## src/rtl/pbus_regslave_pkg.sv

```systemverilog
package pbus_regslave_pkg;
  localparam int DATA_W     = 32;
  localparam int NUM_REGS   = 8;
  localparam int IDX_W      = $clog2(NUM_REGS);
  localparam int IDX_LSB    = 2;
  localparam int NUM_RW     = 6;
  localparam int STATUS_IDX = 6;
  localparam int FLAG_IDX   = 7;

  typedef logic [DATA_W-1:0] word_t;
  typedef logic [IDX_W-1:0]  idx_t;
endpackage

```

## src/rtl/pbus_rst_sync.sv

```systemverilog
module pbus_rst_sync #(
  parameter int STAGES = 2
) (
  input  logic clk,
  input  logic rst_n,
  output logic rst_sync_n
);
  logic [STAGES-1:0] chain_q;
  logic [STAGES-1:0] chain_d;

  always_comb begin
    chain_d = {chain_q[STAGES-2:0], 1'b1};
  end

  always_ff @(posedge clk or negedge rst_n) begin
    if (!rst_n) chain_q <= '0;
    else        chain_q <= chain_d;
  end

  assign rst_sync_n = chain_q[STAGES-1];
endmodule

```

## src/rtl/pbus_decode.sv

```systemverilog
module pbus_decode
  import pbus_regslave_pkg::*;
(
  input  logic                clk,
  input  logic                rst_n,
  input  logic                sel,
  input  logic                en,
  input  logic                wr,
  input  idx_t                idx,
  output logic [NUM_REGS-1:0] wr_stb
);
  logic access_wr;

  always_comb begin
    access_wr = sel & en & wr;
    wr_stb    = '0;
    if (access_wr) wr_stb[idx] = 1'b1;
  end

  // a write strobe never lasts two cycles; each ENABLE is followed by a SETUP or idle
  a_r9_no_double_strobe: assert property (@(posedge clk) disable iff (!rst_n)
    (|wr_stb) |=> !(|wr_stb));

  // at most one register is addressed per write
  a_r3_single_target: assert property (@(posedge clk) disable iff (!rst_n)
    $onehot0(wr_stb));
endmodule

```

## src/rtl/pbus_rw_bank.sv

```systemverilog
module pbus_rw_bank #(
  parameter int N = 6,
  parameter int W = 32
) (
  input  logic                clk,
  input  logic                rst_n,
  input  logic [N-1:0]        wr_stb,
  input  logic [W-1:0]        wdata,
  output logic [N-1:0][W-1:0] q
);
  logic [N-1:0][W-1:0] q_nxt;

  for (genvar g = 0; g < N; g++) begin : g_reg
    always_comb begin
      q_nxt[g] = q[g];
      if (wr_stb[g]) q_nxt[g] = wdata;
    end

    always_ff @(posedge clk or negedge rst_n) begin
      if (!rst_n)         q[g] <= '0;
      else if (wr_stb[g]) q[g] <= q_nxt[g];
    end

    // the strobed register holds the data present in the ENABLE cycle
    a_r1_write_commit: assert property (@(posedge clk) disable iff (!rst_n)
      wr_stb[g] |=> (q[g] == $past(wdata)));
  end
endmodule

```

## src/rtl/pbus_w1c_flags.sv

```systemverilog
module pbus_w1c_flags #(
  parameter int W = 32
) (
  input  logic         clk,
  input  logic         rst_n,
  input  logic         clr_stb,
  input  logic [W-1:0] wdata,
  input  logic [W-1:0] evt,
  output logic [W-1:0] q
);
  logic [W-1:0] clr_mask;
  logic [W-1:0] q_nxt;
  logic         upd;

  always_comb begin
    clr_mask = clr_stb ? wdata : '0;
    q_nxt    = (q & ~clr_mask) | evt;
    upd      = clr_stb | (|evt);
  end

  always_ff @(posedge clk or negedge rst_n) begin
    if (!rst_n)   q <= '0;
    else if (upd) q <= q_nxt;
  end

  // every bit requested by an event is set on the next edge
  a_r6_event_sets: assert property (@(posedge clk) disable iff (!rst_n)
    1'b1 |=> ((q & $past(evt)) == $past(evt)));

  // without a clear, set bits stay set
  a_r6_sticky: assert property (@(posedge clk) disable iff (!rst_n)
    !clr_stb |=> ((q & $past(q)) == $past(q)));

  // cleared bits drop unless an event hit them in the same cycle
  a_r7_clear_ones: assert property (@(posedge clk) disable iff (!rst_n)
    clr_stb |=> ((q & $past(wdata) & ~$past(evt)) == '0));
endmodule

```

## src/rtl/pbus_read_mux.sv

```systemverilog
module pbus_read_mux
  import pbus_regslave_pkg::*;
(
  input  logic                          sel,
  input  idx_t                          idx,
  input  logic [NUM_RW-1:0][DATA_W-1:0] rw_q,
  input  word_t                         status,
  input  word_t                         flags,
  output word_t                         rdata
);
  word_t picked;

  always_comb begin
    if (int'(idx) < NUM_RW)           picked = rw_q[idx];
    else if (int'(idx) == STATUS_IDX) picked = status;
    else                              picked = flags;
    rdata = sel ? picked : '0;
  end
endmodule

```

## src/rtl/pbus_regslave.sv

```systemverilog
module pbus_regslave
  import pbus_regslave_pkg::*;
#(
  parameter int ADDR_W = 12
) (
  input  logic              clk,
  input  logic              rst_n,
  input  logic              psel,
  input  logic              penable,
  input  logic              pwrite,
  input  logic [ADDR_W-1:0] paddr,
  input  logic [31:0]       pwdata,
  output logic [31:0]       rdata,
  input  logic [31:0]       status_in,
  input  logic [31:0]       event_in
);
  logic                          rst_i_n;
  idx_t                          idx;
  logic [NUM_REGS-1:0]           wr_stb;
  logic [NUM_RW-1:0][DATA_W-1:0] rw_q;
  word_t                         flags_q;
  logic                          unused_addr_bits;

  assign idx              = paddr[IDX_LSB +: IDX_W];
  assign unused_addr_bits = ^{paddr[ADDR_W-1:IDX_LSB+IDX_W], paddr[IDX_LSB-1:0], wr_stb[STATUS_IDX]};

  pbus_rst_sync #(.STAGES(2)) u_rst (
    .clk(clk), .rst_n(rst_n), .rst_sync_n(rst_i_n)
  );

  pbus_decode u_dec (
    .clk(clk), .rst_n(rst_i_n), .sel(psel), .en(penable), .wr(pwrite),
    .idx(idx), .wr_stb(wr_stb)
  );

  pbus_rw_bank #(.N(NUM_RW), .W(DATA_W)) u_bank (
    .clk(clk), .rst_n(rst_i_n), .wr_stb(wr_stb[NUM_RW-1:0]),
    .wdata(pwdata), .q(rw_q)
  );

  pbus_w1c_flags #(.W(DATA_W)) u_flags (
    .clk(clk), .rst_n(rst_i_n), .clr_stb(wr_stb[FLAG_IDX]),
    .wdata(pwdata), .evt(event_in), .q(flags_q)
  );

  pbus_read_mux u_rmux (
    .sel(psel), .idx(idx), .rw_q(rw_q), .status(status_in),
    .flags(flags_q), .rdata(rdata)
  );

  // storage is untouched by any cycle that is not a write ENABLE
  a_r2_no_stray_write: assert property (@(posedge clk) disable iff (!rst_i_n)
    !(psel && penable && pwrite) |=> $stable(rw_q));

  // the status location shows the live input
  a_r5_status_live: assert property (@(posedge clk) disable iff (!rst_i_n)
    (psel && (int'(idx) == STATUS_IDX)) |-> (rdata == status_in));

  // an unselected slave returns zero
  a_r4_idle_zero: assert property (@(posedge clk) disable iff (!rst_i_n)
    !psel |-> (rdata == '0));
endmodule

```

## config.mk

```make
export PLATFORM = sky130hd
export DESIGN_NAME = pbus_regslave
export DESIGN_NICKNAME = d
export VERILOG_FILES = /design/src/rtl/pbus_regslave_pkg.sv /design/src/rtl/pbus_rst_sync.sv /design/src/rtl/pbus_decode.sv /design/src/rtl/pbus_rw_bank.sv /design/src/rtl/pbus_w1c_flags.sv /design/src/rtl/pbus_read_mux.sv /design/src/rtl/pbus_regslave.sv
export SDC_FILE = /design/constraint.sdc
export NUM_CORES = 1
export LEC_CHECK = 0
export BUFFER_PORTS_ARGS = -buffer_cell sky130_fd_sc_hd__buf_2
export CAP_MARGIN = 20
export CORE_UTILIZATION = 62
export CTS_BUF_LIST = sky130_fd_sc_hd__clkbuf_8 sky130_fd_sc_hd__clkbuf_16
export DETAILED_ROUTE_END_ITERATION = 12
export GPL_TIMING_DRIVEN = 1
export PLACE_DENSITY = 0.95
export SYNTH_ARGS = -nofsm -noshare
export SYNTH_HDL_FRONTEND = slang
export SYNTH_SLANG_ARGS = --single-unit
```

## constraint.sdc

```tcl
create_clock -name clk -period 17.1 [get_ports clk]
set_clock_uncertainty 0.15 [all_clocks]
set_input_delay 3.42 -clock clk [delete_from_list [all_inputs] [get_ports clk]]
set_output_delay 3.42 -clock clk [all_outputs]
set_load 0.01 [all_outputs]
```

# Yosys cells after proc, flatten, opt, wreduce, memory -nomap -nowiden
# Cells that the tools add are included.
[totals] ff_bits=226 latch_bits=0 ram_bits=0 romBits=0 input_bits=113 output_inout_bits=32 mem_count=0
[classes] n_addsub=0 multipliers=0 div_mod_pow=0 magnitude_cmp=3 n_eq_ne=1 shift=0 muxes=9 bitwise_logic=6 reduce_logical=2
[op_table] operator="two-way mux 32 bit" n=5
[op_table] operator="binary-select mux 32 bit (select 3 bit)" n=1
[op_table] operator="bitwise AND 32 bit" n=1
[op_table] operator="NOT 32 bit" n=1
[op_table] operator="OR 32 bit" n=1
[op_table] operator="OR reduction 32 bit" n=1
[op_table] operator="two-way mux 8 bit" n=1
[op_table] operator="< comparator 3 x 4 -> 1 bit (second input constant)" n=1
[op_table] operator="demux 1 bit (select 3 bit)" n=1
[op_table] operator="== test 3 x 2 -> 1 bit (second input constant)" n=1
[op_table] operator="greater-or-equal comparator 3 x 1 -> 1 bit (second input constant)" n=1
[op_table] operator="< comparator 3 bit (second input constant)" n=1
[op_table] operator="bitwise AND 1 bit" n=2
[op_table] operator="logical AND 1 bit" n=1
[op_table] operator="two-way mux 1 bit" n=1
[op_table] operator="OR 1 bit" n=1

# Depth between registers and ports, before layout
[logic_depth] depth_word=9 depth_mapped=8 depth_no_buf=4

# By module
# Synthesis repeated with hierarchy kept, for this count alone.
[unflattened] cells_unflattened=746 area_unflattened_um2=11798.8
[modules_own_cells] module="pbus_rw_bank" instances=1 cells_each=408 area_per_inst_um2=8070.2 seq_area_each_um2=4804.6
[modules_own_cells] module="pbus_read_mux" instances=1 cells_each=222 area_per_inst_um2=2401.1 seq_area_each_um2=0.0
[modules_own_cells] module="pbus_w1c_flags" instances=1 cells_each=99 area_per_inst_um2=1194.9 seq_area_each_um2=800.8
[modules_own_cells] module="pbus_decode" instances=1 cells_each=14 area_per_inst_um2=78.8 seq_area_each_um2=0.0
[modules_own_cells] module="pbus_rst_sync" instances=1 cells_each=3 area_per_inst_um2=53.8 seq_area_each_um2=50.0

# Worst setup path after synthesis
# OpenSTA, ideal clock, no wires.
[synth_timing] kind="input port to output port" start="input port paddr[2]" end="output port rdata[21]" t_arrival_ns=4.500 t_required_ns=13.530 slack_ns=9.030 path_stages=7 n_path_buf=3 cell_sequence="buf_6 > buf_6 > buf_6 > nor2_2 > a22o_1 > nand2_1 > a31oi_1"
[synth_between] elab_chain_len=4 elab_cells_between_ends=7 classes_between="1 x order compare; 1 x eq/ne; 5 x mux"
[synth_lines] element="start: declaration" line="pbus_regslave.sv:11" source="input logic [ADDR_W-1:0] paddr,"
[synth_lines] element="binary-select mux 32 bit (select 3 bit) or == test 3 x 2 -> 1 bit (tied branches)" line="pbus_read_mux.sv:14, pbus_read_mux.sv:15"
[synth_lines] element="two-way mux 32 bit, on equally long branches" line="pbus_read_mux.sv:14, pbus_read_mux.sv:15"
[synth_lines] element="two-way mux 32 bit *" line="pbus_read_mux.sv:14" source="if (int'(idx) < NUM_RW) picked = rw_q[idx];"
[synth_lines] element="two-way mux 32 bit *" line="pbus_read_mux.sv:17" source="rdata = sel ? picked : '0;"
[synth_lines] element="end: declaration" line="pbus_regslave.sv:13" source="output logic [31:0] rdata,"
# Mark *: on every way between the ends. The rest lies on a longest branch, timed or not. The select of a mux whose other input is x is not followed.

# Final worst setup path
[layout_timing] start="input port paddr[2]" end="output port rdata[2]"
# Same word-level chain as after synthesis.

==> results.md <==
* R2R cell count at 1
* Vias per inst at 6.34
* Fill cells at 1023
* Reg clk slew, reported paths at 0.06 ns
* Cts hold-fix bufs at 0
* CTS Buffer Depth at 3
* Final Util at 0.737
* Post-CTS setup buffer count at 0
* Worst R2R End: u_bank.q[177]
* Most frequent cells in the layout: dfrtp_1 (225), mux2_2 (194), buf_2 (134)
* Pins over their slew limit at 0
* Core area at 16800 um^2
* Ys flop type: dfrtp_1
* Worst-skew pair later-pin latency at about 0.51 ns
* Share of layout cells above drive strength 1 at 0.434
* CTS tree: yes
* Area Overhead vs Synth at 15.1%
* Max-cap violations at 0
* Synthesized instance count at 814
* Global-route wire length before repair at 42.3 mm
* Vias in the first global route at between 7000 and 8000
* Yosys warning count at 0
* Ys async rst share at 1.00
* F_max at about 100 MHz
* CTS resizes at 0
* Yosys cell types at 42
* Total track usage at 0.308
* CP startpoint kind: input port
* Largest net degree at the start of global routing at 83
* Htree depth at 1
* VDD IR max at 0.0000749 V
* Net count after synthesis at approximately 930
* Setup TNS Final at 0 ns
* Clock Sinks at approximately 230
* Pwr/cell area at 115 nW/um^2
* ANT nets after route at 0
* Post-synthesis sequential area ratio at 0.527
* Hold Vio Cnt, Final at 0
* EDFF count, synth at 0
* Slew Limit Headroom at 0.311
* Gpl congestion at 0.751
* Routed wire length at 26.3 mm
* Worst hold path class: flop to async pin
* Vias at approximately 7400
* Status: completed
* I/O Buffers at 135
* Final nets at 1045
* Mean Syn Cell Area at 13.2 um^2
* Slew @ Worst Pin at about 1.0 ns
* LEAKAGE at 5.56 nW
* WP data required at between 10 and 15 ns
* Crit path max fanout at 48
* DRC viols at 0
* Clock buffer count from CTS at 24
* Post-Synthesis Cell Area at 10700 um^2
* Crit path DAT at just over 6 ns
* DPL Wire Length at 15.2 mm
* Commonest non-fill, non-tap cell in the layout: dfrtp_1
* Period minus WS final at just under 10 ns
* Die height at around 130 um
* Initial antenna violation count at 1
* DR WL/cell at 22.5 um
* GRT Residual Overflow at 0
* I/O Pins at roughly 150
* Worst reg2reg startpoint: u_rst.chain_q[1]
* Crit Path Class: input port to output pin
* Hold_ws at 0.111 ns
* Pwr Total at 1.42 mW
* Fin crit share at 0.568
* RSZ-0062 raised after global routing: no
* Seq cells post-synth at 226
* Register-to-register setup slack at around 15 ns
* Drt pass-1 iters at 5
* Initial Util at 0.640
* Die Area at 17800 um^2
* Critical Path Sink Type: output pin
* Number of setup violations in the final report at 0
* CTS Root Cell: clkbuf_16
* DIE WIDTH at 134 um
* Dpl cells at approximately 1100
* Initial DRC count at 575
* Cell Rows at 47
* Layout Cells excl Fill at about 1200
## kinds of logic (layout without fill, tap and decap cells)
group | after synthesis | count (layout) | share of synthesized area
AO/OA/AOI/OAI | 133 | 133 | 0.0908
buffers and inverters | 60 | 194 | 0.0385
flip-flops | 226 | 226 | 0.527
multiplexers | 272 | 272 | 0.290
other | 1 | 2 | 0.000349
AND/OR/NAND/NOR | 122 | 122 | 0.0530
## registers in the layout (all words and copies together) (netlist names)
name and count:
u_bank.q 192, u_flags.q 32, u_rst.chain_q 2
## cells in the mapped netlist (2+ instances only)
master    instances  area, um^2
clkbuf_1          9        33.8
a211oi_1          2        15.0
a31oi_1          10        62.6
dfrtp_1         226        5660
nor2_1           41         154
o22ai_1          21         131
buf_4            28         210
o21ai_0           2        10.0
nand2b_1          2        12.5
buf_6             8        90.1
a22o_1            4        35.0
o221ai_1          2        17.5
a21oi_1           7        35.0
nand4_4           2        42.5
o31a_1           10        87.6
a22oi_1          23         173
nor2_4            4        45.0
nand2_1          56         210
mux2_2          194        2180
buf_2             9        45.0
a21o_1           32         240
nor2b_1           4        25.0
mux4_2           10         225
nor2_2            4        25.0
o21a_1           10        75.1
buf_1             2        7.51
mux2_4            3        45.0
nand3_1           5        25.0
mux2_1           10         113
mux2i_1          55         551
a221oi_1          8        70.1
## power by group
part	internal [mW]	switching [mW]	leakage, nW
clock network	0.320	0.206	0.409
registers	0.625	0.0503	2.76
logic	0.119	0.0967	2.39
total	1.06	0.353	5.56
## per-stage QoR
stage | instance area [um^2] | worst slack, ns
final | 12400 | 7.39
after detailed placement | 11400 | 7.45
after floorplan | 10700 | 9.03
after global routing | 12400 | 7.24
after global placement | 11400 | 7.47
after CTS | 12200 | 7.44
## worst max-delay path by stage
| stage | from | end | slack (ns) | cells after the start |
|---|---|---|---|---|
| after global routing | paddr[2] | rdata[2] | 7.24 | 7 |
| after global placement | paddr[2] | rdata[25] | 7.47 | 7 |
| final | paddr[2] | rdata[2] | 7.39 | 7 |
| after floorplan | paddr[2] | rdata[21] | 9.03 | 7 |
| after detailed placement | paddr[2] | rdata[2] | 7.45 | 7 |
| after CTS | paddr[2] | rdata[2] | 7.44 | 7 |
## final cells by class
| type | instances | area [um^2] | area share |
|---|---|---|---|
| flip-flops and latches | 226 | 5660 | 0.458 |
| diodes | 1 | 2.50 | 0.000203 |
| repair buffers | 149 | 901 | 0.0729 |
| well taps | 220 | 275 | 0.0223 |
| inverters | 3 | 11.3 | 0.000911 |
| multi-input cells | 528 | 4690 | 0.379 |
| clock inverters | 11 | 111 | 0.00901 |
| clock buffers | 31 | 708 | 0.0573 |
## layer usage
layer / routed length, um / part of all wire / GRT usage / vias up
li1: - / - / - / 3198
met1: 10800 / 0.41 / 0.414 / 3839
met2: 12900 / 0.49 / 0.503 / 330
met3: 2000 / 0.076 / 0.0525 / 47
met4: 670 / 0.025 / 0.115 / 0
met5: 0 / 0 / 0 / -
## worst max-delay path, stage by stage
cell and delay (ns):
buf_4 0.49, buf_4 0.74, nor2b_1 0.68, a22oi_1 0.22, o221ai_1 0.27, o21a_1 0.15, buf_2 0.12
Note: power is estimated with default switching activity, not from simulation.
